==> src/rtl/dly_seq_pkg.sv <==
package dly_seq_pkg;
  typedef enum logic [1:0] {
    ST_IDLE  = 2'd0,
    ST_FIXED = 2'd1,
    ST_LOOP  = 2'd2,
    ST_DRAIN = 2'd3
  } dly_state_t;
endpackage

==> src/rtl/dly_down_cnt.sv <==
module dly_down_cnt #(
  parameter int W = 8
) (
  input  logic         clk,
  input  logic         rst,
  input  logic         load,
  input  logic [W-1:0] load_val,
  input  logic         dec,
  output logic [W-1:0] q,
  output logic         is_zero
);
  always_ff @(posedge clk) begin
    if (rst) begin
      q <= '0;
    end else if (load) begin
      q <= load_val;
    end else if (dec) begin
      q <= q - 1'b1;
    end
  end

  assign is_zero = (q == '0);
endmodule

==> src/rtl/dly_acc_unit.sv <==
module dly_acc_unit #(
  parameter int W        = 8,
  parameter int ACC_STEP = 2
) (
  input  logic         clk,
  input  logic         rst,
  input  logic         load,
  input  logic [W-1:0] load_val,
  input  logic         run,
  output logic [W-1:0] acc_q,
  output logic         acc_zero,
  output logic         last_step
);
  logic step_tick;

  generate
    if (ACC_STEP > 1) begin : g_sub
      localparam int SW = $clog2(ACC_STEP);
      localparam logic [SW-1:0] SUB_END = SW'(ACC_STEP - 1);
      logic [SW-1:0] sub_q;

      always_ff @(posedge clk) begin
        if (rst || load) begin
          sub_q <= '0;
        end else if (run) begin
          sub_q <= (sub_q == SUB_END) ? '0 : sub_q + 1'b1;
        end
      end

      assign step_tick = run && (sub_q == SUB_END);
    end else begin : g_nosub
      assign step_tick = run;
    end
  endgenerate

  always_ff @(posedge clk) begin
    if (rst) begin
      acc_q <= '0;
    end else if (load) begin
      acc_q <= load_val;
    end else if (step_tick) begin
      acc_q <= acc_q - 1'b1;
    end
  end

  assign acc_zero  = (acc_q == '0);
  assign last_step = step_tick && (acc_q == W'(1));
endmodule

==> src/rtl/dly_ctrl.sv <==
module dly_ctrl
  import dly_seq_pkg::*;
#(
  parameter int OVERHEAD   = 13,
  parameter int LOOP_EXTRA = 2,
  parameter int CW         = 4
) (
  input  logic          clk,
  input  logic          rst,
  input  logic          start,
  input  logic          en,
  input  logic          acc_zero,
  input  logic          acc_last,
  input  logic          fix_zero,
  input  logic          p_zero,
  output logic          take,
  output logic          fix_load,
  output logic [CW-1:0] fix_val,
  output logic          fix_dec,
  output logic          p_dec,
  output logic          drain_run,
  output logic          busy_q,
  output logic          done_q
);
  localparam logic [CW-1:0] FIX_INIT  = CW'(OVERHEAD - 1);
  localparam logic [CW-1:0] LOOP_INIT = CW'(LOOP_EXTRA - 1);

  dly_state_t state_q, state_d;
  logic       fin;

  always_comb begin
    state_d   = state_q;
    take      = 1'b0;
    fix_load  = 1'b0;
    fix_val   = FIX_INIT;
    fix_dec   = 1'b0;
    p_dec     = 1'b0;
    drain_run = 1'b0;
    fin       = 1'b0;
    case (state_q)
      ST_IDLE: begin
        if (start) begin
          take     = 1'b1;
          fix_load = 1'b1;
          state_d  = ST_FIXED;
        end
      end
      ST_FIXED: begin
        if (en) begin
          if (!fix_zero) begin
            fix_dec = 1'b1;
          end else if (!acc_zero) begin
            state_d = ST_DRAIN;
          end else if (!p_zero) begin
            fix_load = 1'b1;
            fix_val  = LOOP_INIT;
            state_d  = ST_LOOP;
          end else begin
            fin     = 1'b1;
            state_d = ST_IDLE;
          end
        end
      end
      ST_LOOP: begin
        if (en) begin
          if (!fix_zero) begin
            fix_dec = 1'b1;
          end else begin
            p_dec   = 1'b1;
            state_d = ST_DRAIN;
          end
        end
      end
      default: begin
        drain_run = en;
        if (acc_last) begin
          if (!p_zero) begin
            fix_load = 1'b1;
            fix_val  = LOOP_INIT;
            state_d  = ST_LOOP;
          end else begin
            fin     = 1'b1;
            state_d = ST_IDLE;
          end
        end
      end
    endcase
  end

  always_ff @(posedge clk) begin
    if (rst) begin
      state_q <= ST_IDLE;
      busy_q  <= 1'b0;
      done_q  <= 1'b0;
    end else begin
      state_q <= state_d;
      busy_q  <= (state_d != ST_IDLE);
      done_q  <= fin;
    end
  end
endmodule

==> src/rtl/acc_delay_seq.sv <==
module acc_delay_seq #(
  parameter int DATA_W     = 8,
  parameter int OVERHEAD   = 13,
  parameter int ACC_STEP   = 2,
  parameter int LOOP_EXTRA = 2
) (
  input  logic              clk,
  input  logic              rst,
  input  logic              ucyc_en,
  input  logic              start,
  input  logic [DATA_W-1:0] param,
  input  logic [DATA_W-1:0] acc_in,
  output logic              busy,
  output logic              done,
  output logic [DATA_W-1:0] acc_out
);
  localparam int FIX_MAX = (OVERHEAD > LOOP_EXTRA) ? OVERHEAD : LOOP_EXTRA;
  localparam int CW      = $clog2(FIX_MAX) + 1;

  logic          take, fix_load, fix_dec, p_dec, drain_run;
  logic [CW-1:0] fix_val, fix_q;
  logic          fix_zero, p_zero, acc_zero, acc_last;
  logic [DATA_W-1:0] p_q;

  dly_ctrl #(
    .OVERHEAD  (OVERHEAD),
    .LOOP_EXTRA(LOOP_EXTRA),
    .CW        (CW)
  ) u_ctrl (
    .clk      (clk),
    .rst      (rst),
    .start    (start),
    .en       (ucyc_en),
    .acc_zero (acc_zero),
    .acc_last (acc_last),
    .fix_zero (fix_zero),
    .p_zero   (p_zero),
    .take     (take),
    .fix_load (fix_load),
    .fix_val  (fix_val),
    .fix_dec  (fix_dec),
    .p_dec    (p_dec),
    .drain_run(drain_run),
    .busy_q   (busy),
    .done_q   (done)
  );

  dly_down_cnt #(.W(CW)) u_fix (
    .clk     (clk),
    .rst     (rst),
    .load    (fix_load),
    .load_val(fix_val),
    .dec     (fix_dec),
    .q       (fix_q),
    .is_zero (fix_zero)
  );

  dly_down_cnt #(.W(DATA_W)) u_loops (
    .clk     (clk),
    .rst     (rst),
    .load    (take),
    .load_val(param),
    .dec     (p_dec),
    .q       (p_q),
    .is_zero (p_zero)
  );

  dly_acc_unit #(.W(DATA_W), .ACC_STEP(ACC_STEP)) u_acc (
    .clk      (clk),
    .rst      (rst),
    .load     (take),
    .load_val (acc_in),
    .run      (drain_run),
    .acc_q    (acc_out),
    .acc_zero (acc_zero),
    .last_step(acc_last)
  );
endmodule

==> config.mk <==
export PLATFORM = sky130hd
export DESIGN_NAME = acc_delay_seq
export DESIGN_NICKNAME = d
export VERILOG_FILES = /design/src/rtl/dly_seq_pkg.sv /design/src/rtl/dly_down_cnt.sv /design/src/rtl/dly_acc_unit.sv /design/src/rtl/dly_ctrl.sv /design/src/rtl/acc_delay_seq.sv
export SDC_FILE = /design/constraint.sdc
export NUM_CORES = 1
export LEC_CHECK = 0
export CAP_MARGIN = 20
export CORE_MARGIN = 2
export CORE_UTILIZATION = 35
export DETAILED_ROUTE_END_ITERATION = 12
export PLACE_DENSITY_LB_ADDON = 0.2
export SYNTH_ARGS = -nofsm -noshare
export SYNTH_HDL_FRONTEND = slang
export SYNTH_SLANG_ARGS = --single-unit
==> constraint.sdc <==
create_clock -name clk -period 6.4 [get_ports clk]
set_input_delay 1.28 -clock clk [delete_from_list [all_inputs] [get_ports clk]]
set_output_delay 1.28 -clock clk [all_outputs]
set_load 0.005 [all_outputs]
-- Word level (Yosys, flattened, before mapping)
Index checks and enable logic that the tools add are counted.
- bits in registers: 26
- input port bits: 20
- output and inout bits: 10
- logic and storage cells: 71
- add/subtract/negate cells: 4
- equal/unequal tests: 3
- mux-type cells: 43
- reductions and logical operators: 14
- operators with widths (cell ; number):
    8-bit 2-to-1 mux ; 4
    5-bit 2-to-1 mux ; 5
    1-bit 2-to-1 mux ; 20
    8-bit logical NOT ; 2
    2-bit 2-to-1 mux ; 8
    8-bit by 1-bit subtractor with 8-bit output (second input constant) ; 2
    5-bit one-hot mux with 2 select lines ; 1
    8-bit by 1-bit equality test with 1-bit output (second input constant) ; 1
    4-bit 2-to-1 mux ; 2
    2-bit nonzero test ; 4
    2-bit one-hot mux with 3 select lines ; 1
    5-bit logical NOT ; 1
    5-bit by 1-bit subtractor with 5-bit output (second input constant) ; 1
    2-bit OR reduction ; 2
    1-bit one-hot mux with 3 select lines ; 1
    3-bit OR reduction ; 1
    2-bit by 1-bit equality test with 1-bit output (second input constant) ; 1
    2-bit equality test (second input constant) ; 1
    1-bit logical AND ; 2
    2-bit logical NOT ; 1
    1-bit one-hot mux with 2 select lines ; 1
    1-bit adder (second input constant) ; 1
    1-bit logical OR ; 1

-- Depth between registers and ports, before layout
- word-level depth: 8
- mapped depth: 7
- gate-level depth less buffers: 7

-- By module
Synthesis repeated with hierarchy kept, for this count alone.
- cells, all modules: 203
- area total of the unflattened synthesis: 1664.1 um^2
- by module, submodules not included (module ; times used ; cells an instance ; area each (um^2)):
    dly_acc_unit ; 1 ; 65 ; 531.8
    dly_down_cnt at u_loops ; 1 ; 56 ; 473.0
    dly_ctrl ; 1 ; 50 ; 377.9
    dly_down_cnt at u_fix ; 1 ; 32 ; 281.5

-- Worst setup path after synthesis
OpenSTA, ideal clock, no wires.
- kind: input to register
- start: input port ucyc_en
- end: register u_fix.q[2]
- setup time: 0.132 ns
- arrival: 2.494 ns
- required time: 6.268 ns
- slack: 3.774 ns
- cell stages on the path: 6
- cells stage by stage: clkbuf_1 > nand4_1 > or4_1 > o21a_1 > o21ai_0 > a21oi_1
- word-level cells in the longest chain between the ends: 6
- RTL lines (element ; RTL line ; text):
    start, declared ; acc_delay_seq.sv:9 ; input logic ucyc_en,
    1-bit 2-to-1 mux ; dly_ctrl.sv:40 ; case (state_q)
    1-bit logical AND ; dly_acc_unit.sv:30 ; assign step_tick = run && (sub_q == SUB_END);
    1-bit logical AND ; dly_acc_unit.sv:47 ; assign last_step = step_tick && (acc_q == W'(1));
    1-bit 2-to-1 mux or 4-bit 2-to-1 mux (tied branches) ; dly_ctrl.sv:76 ; if (acc_last) begin
    1-bit one-hot mux with 3 select lines or 5-bit one-hot mux with 2 select lines (tied branches) ; dly_ctrl.sv:40 ;
    5-bit 2-to-1 mux or 2-bit nonzero test (tied branches) ; - ;
    end signal, assigned ; dly_down_cnt.sv:16 ; q <= load_val;
    end signal, assigned ; dly_down_cnt.sv:18 ; q <= q - 1'b1;
    end, declared ; dly_down_cnt.sv:9 ; output logic [W-1:0] q,
Parallel ways exist; a longest one is shown, timed or not.
A chain may end at the register's enable or synchronous reset.

-- Worst setup path in the final report
- start: input port ucyc_en
- end: register u_acc.acc_q[7]
- word-level cells in the longest chain between the ends: 3
- RTL lines (element ; RTL line ; text):
    1-bit 2-to-1 mux ; dly_ctrl.sv:40 ;
    1-bit logical AND ; dly_acc_unit.sv:30 ;
    2-bit nonzero test (no line) ; - ;
    end signal, assigned ; dly_acc_unit.sv:40 ; acc_q <= load_val;
    end signal, assigned ; dly_acc_unit.sv:42 ; acc_q <= acc_q - 1'b1;
    end, declared ; dly_acc_unit.sv:10 ; output logic [W-1:0] acc_q,
Every way passes these cells.

==> flow_metrics.env <==
export IMPL_status="finished clean"
export IMPL_multiInputGateArea_um2=1020
export IMPL_ant_nets=0
export IMPL_worst_ep_required_time_ns=6.59
export IMPL_critPathArrivalTime_ns=3.36
export IMPL_ios=30
export IMPL_gp_congestion=0.835
export IMPL_synth_cell_types=41
export IMPL_cp_end_kind="flip-flop"
export IMPL_cp_depth=6
export IMPL_avgSynthCellArea_um2=8.49
export IMPL_grt_start_max_net_pins=33
export IMPL_grt_usage_pct=15.1
export IMPL_layout_min_cycle_time_ns=3.17
export IMPL_critPathBufInv=1
export IMPL_r2r_cells=6
export IMPL_final_cell_mix="clkdlybuf4s50_1, dfxtp_1, nor2_1"
export IMPL_timing_final_crit_share_pct=49.6
export IMPL_hold_violations=0
export IMPL_initialDrtViolationCount=34
export IMPL_clkSinkCount=26
export IMPL_die_w_um=71.9
export IMPL_syn_instance_count=190
export IMPL_cts_clk_slew_worst_paths_ns=0.09
export IMPL_place_hpwl_um=2620
export IMPL_netlist_area_um2=1610
export IMPL_htree_levels=1
export IMPL_via_count=1437
export IMPL_cp_slowest_cell="clkdlybuf4s50_1"
export IMPL_seq_area_um2=520
export IMPL_cts_tree="done"
export IMPL_synth_edf_count=0
export IMPL_worstMarginPinSlew_ns=0.790
export IMPL_grt_antenna_before_repair=0
export IMPL_area_growth_pct=25.5
export IMPL_detail_route_wl_per_cell_um=13.4
export IMPL_syn_num_nets=222
export IMPL_ys_ff_latch=26
export IMPL_final_common_cell="clkdlybuf4s50_1"
export IMPL_whs_path_depth=2
export IMPL_max_stage_delay_ns=0.68
export IMPL_slew_headroom_pct=47.2
export IMPL_ctsResizeCount=0
export IMPL_post_cts_buffers=0
export IMPL_dr_pass1_iters=5
export IMPL_whs_ns=0.562
export IMPL_setup_viol=0
export IMPL_start_kind="primary input"
export IMPL_path_cells="clkdlybuf4s50_1 -> and3_1 -> nor4b_1 -> nand2_1 -> xor2_1 -> a211oi_1"
export IMPL_drt_total_wl_um=3590
export IMPL_skew_ns=0.00210
export IMPL_leakage_nw=0.728
export IMPL_setup_tns_ns=0
export IMPL_peakVddDrop_mv=0.123
export IMPL_hold_buffers=0
export IMPL_nNetsFinal=249
export IMPL_cts_buffers=3
export IMPL_power_w=0.000771
export IMPL_path_max_fanout=11
export IMPL_slew_violations=0
export IMPL_grt_pass1_vias=1338
export IMPL_async_flop_share_pct=0
export IMPL_rsz0062_at_grt="no"
export IMPL_row_count=24
export IMPL_vias_per_cell=5.36
export IMPL_ys_flop_type="dfxtp_1"
export IMPL_crit_family="simple AND/OR/NAND/NOR gates"
export IMPL_grt_pass1_wl_um=6290
export IMPL_yosysSeqAreaShare_pct=32.3
export IMPL_fmax_mhz=315
export IMPL_hold_path_class="flip-flop to flip-flop"
export IMPL_drcViolationCount=0
export IMPL_drive_gt1_share_pct=6.48
export IMPL_cts_root_buffer="clkbuf_8"
export IMPL_synth_warnings=0
export IMPL_grt_overflow=0
export IMPL_diodes=0
export IMPL_fill_cells=437
export IMPL_cts_buffer_depth=2
export IMPL_dieArea_um2=5170
export IMPL_port_buffer_count=29
export IMPL_initial_core_util_pct=36.8
export IMPL_fp_dieH_um=71.9
export IMPL_power_density_nw_per_um2=381
export IMPL_clkLatencyLatePin_ns=0.27
export IMPL_crit_type="primary input to flip-flop"
export IMPL_drv_cap=0
export IMPL_core_area_um2=4380
[synth_stat cells, drive strengths merged (2+ instances only)]
cell type  number  area share (%)
clkbuf          9             2.1
o31ai           2             1.2
nand3b          3             1.4
xor2            5             2.7
a311oi          4             2.2
xnor2          10             5.4
o211ai          2            0.93
nor2           25             5.8
o21a            3             1.9
nor4            4             1.6
nand4           4             1.6
nand2          16             3.7
a211oi         12             5.6
a21oi           5             1.6
dfxtp          26              32
a21o            2            0.93
nor4b           3             2.9
nor3            9             2.8
and3            3             1.2
ha             12             9.3
o21ai           6             1.9
inv             9             2.1
or3             3             1.3
or4             3             1.6
[sequential cells by signal (all words and copies together), names as in the netlist]
name,flops
u_ctrl.state_q,2
u_loops.q,8
u_acc.g_sub.sub_q,1
u_ctrl.done_q,1
u_ctrl.busy_q,1
u_fix.q,5
u_acc.acc_q,8
[final cells by class]
class                           instances  share of cell area [%]
Clock buffer                            4                    2.72
Inverter                                9                    1.67
Multi-Input combinational cell        146                    50.6
Sequential cell                        26                    25.7
Tap cell                               52                    3.21
Timing Repair Buffer                   31                    16.1
[per-layer routing]
metal	track usage [%]	up-vias	wire length, um
li1	-	736	-
met1	21.5	667	1770
met2	23.5	30	1640
met3	2.53	4	124
met4	4.61	0	53
met5	0	-	0
[cell families (layout without fill, tap and decap cells)]
group           after synthesis  after routing  share of synthesized area (%)
xor+xnor                     15             15                           8.15
flops                        26             26                           32.3
buf+inv                      18             44                           4.19
simple gates                 76             76                           25.2
fa+ha+maj                    12             12                           9.31
mux                           1              1                          0.621
compound gates               42             42                           20.2
[tightest hold or removal path, cell delays in order (launching register included)]
cell      delay [ns]
dfxtp_1         0.37
nand2_1         0.08
a311oi_1        0.08
[through the flow]
step           utilization (%)  setup WS [ns]  instances  instance area, um2
3_3_place_gp              44.3           2.96        263                1940
2_1_floorplan                -           3.77        190                1610
4_1_cts                   45.5           3.21        267                2000
5_1_grt                   46.2           3.09        268                2020
3_5_place_dp              44.3           2.91        263                1940
6_report                  46.2           3.23        268                2020
[power breakdown]
part	switching (W)	internal [W]	leakage, nW
clock network	0.0000512	0.0000550	0.0288
registers	0.0000557	0.000211	0.214
logic	0.000206	0.000193	0.485
[final timing paths]
path | start | to | slack, ns
worst min register to register | u_acc.acc_q[2] | u_acc.acc_q[2] | 0.56
worst max register to register | u_fix.q[0] | u_loops.q[3] | 4.03
worst min-delay path | u_acc.acc_q[2] | u_acc.acc_q[2] | 0.56
worst max-delay path | ucyc_en | u_acc.acc_q[7] | 3.23
Note: power is estimated with default switching activity, not from simulation.
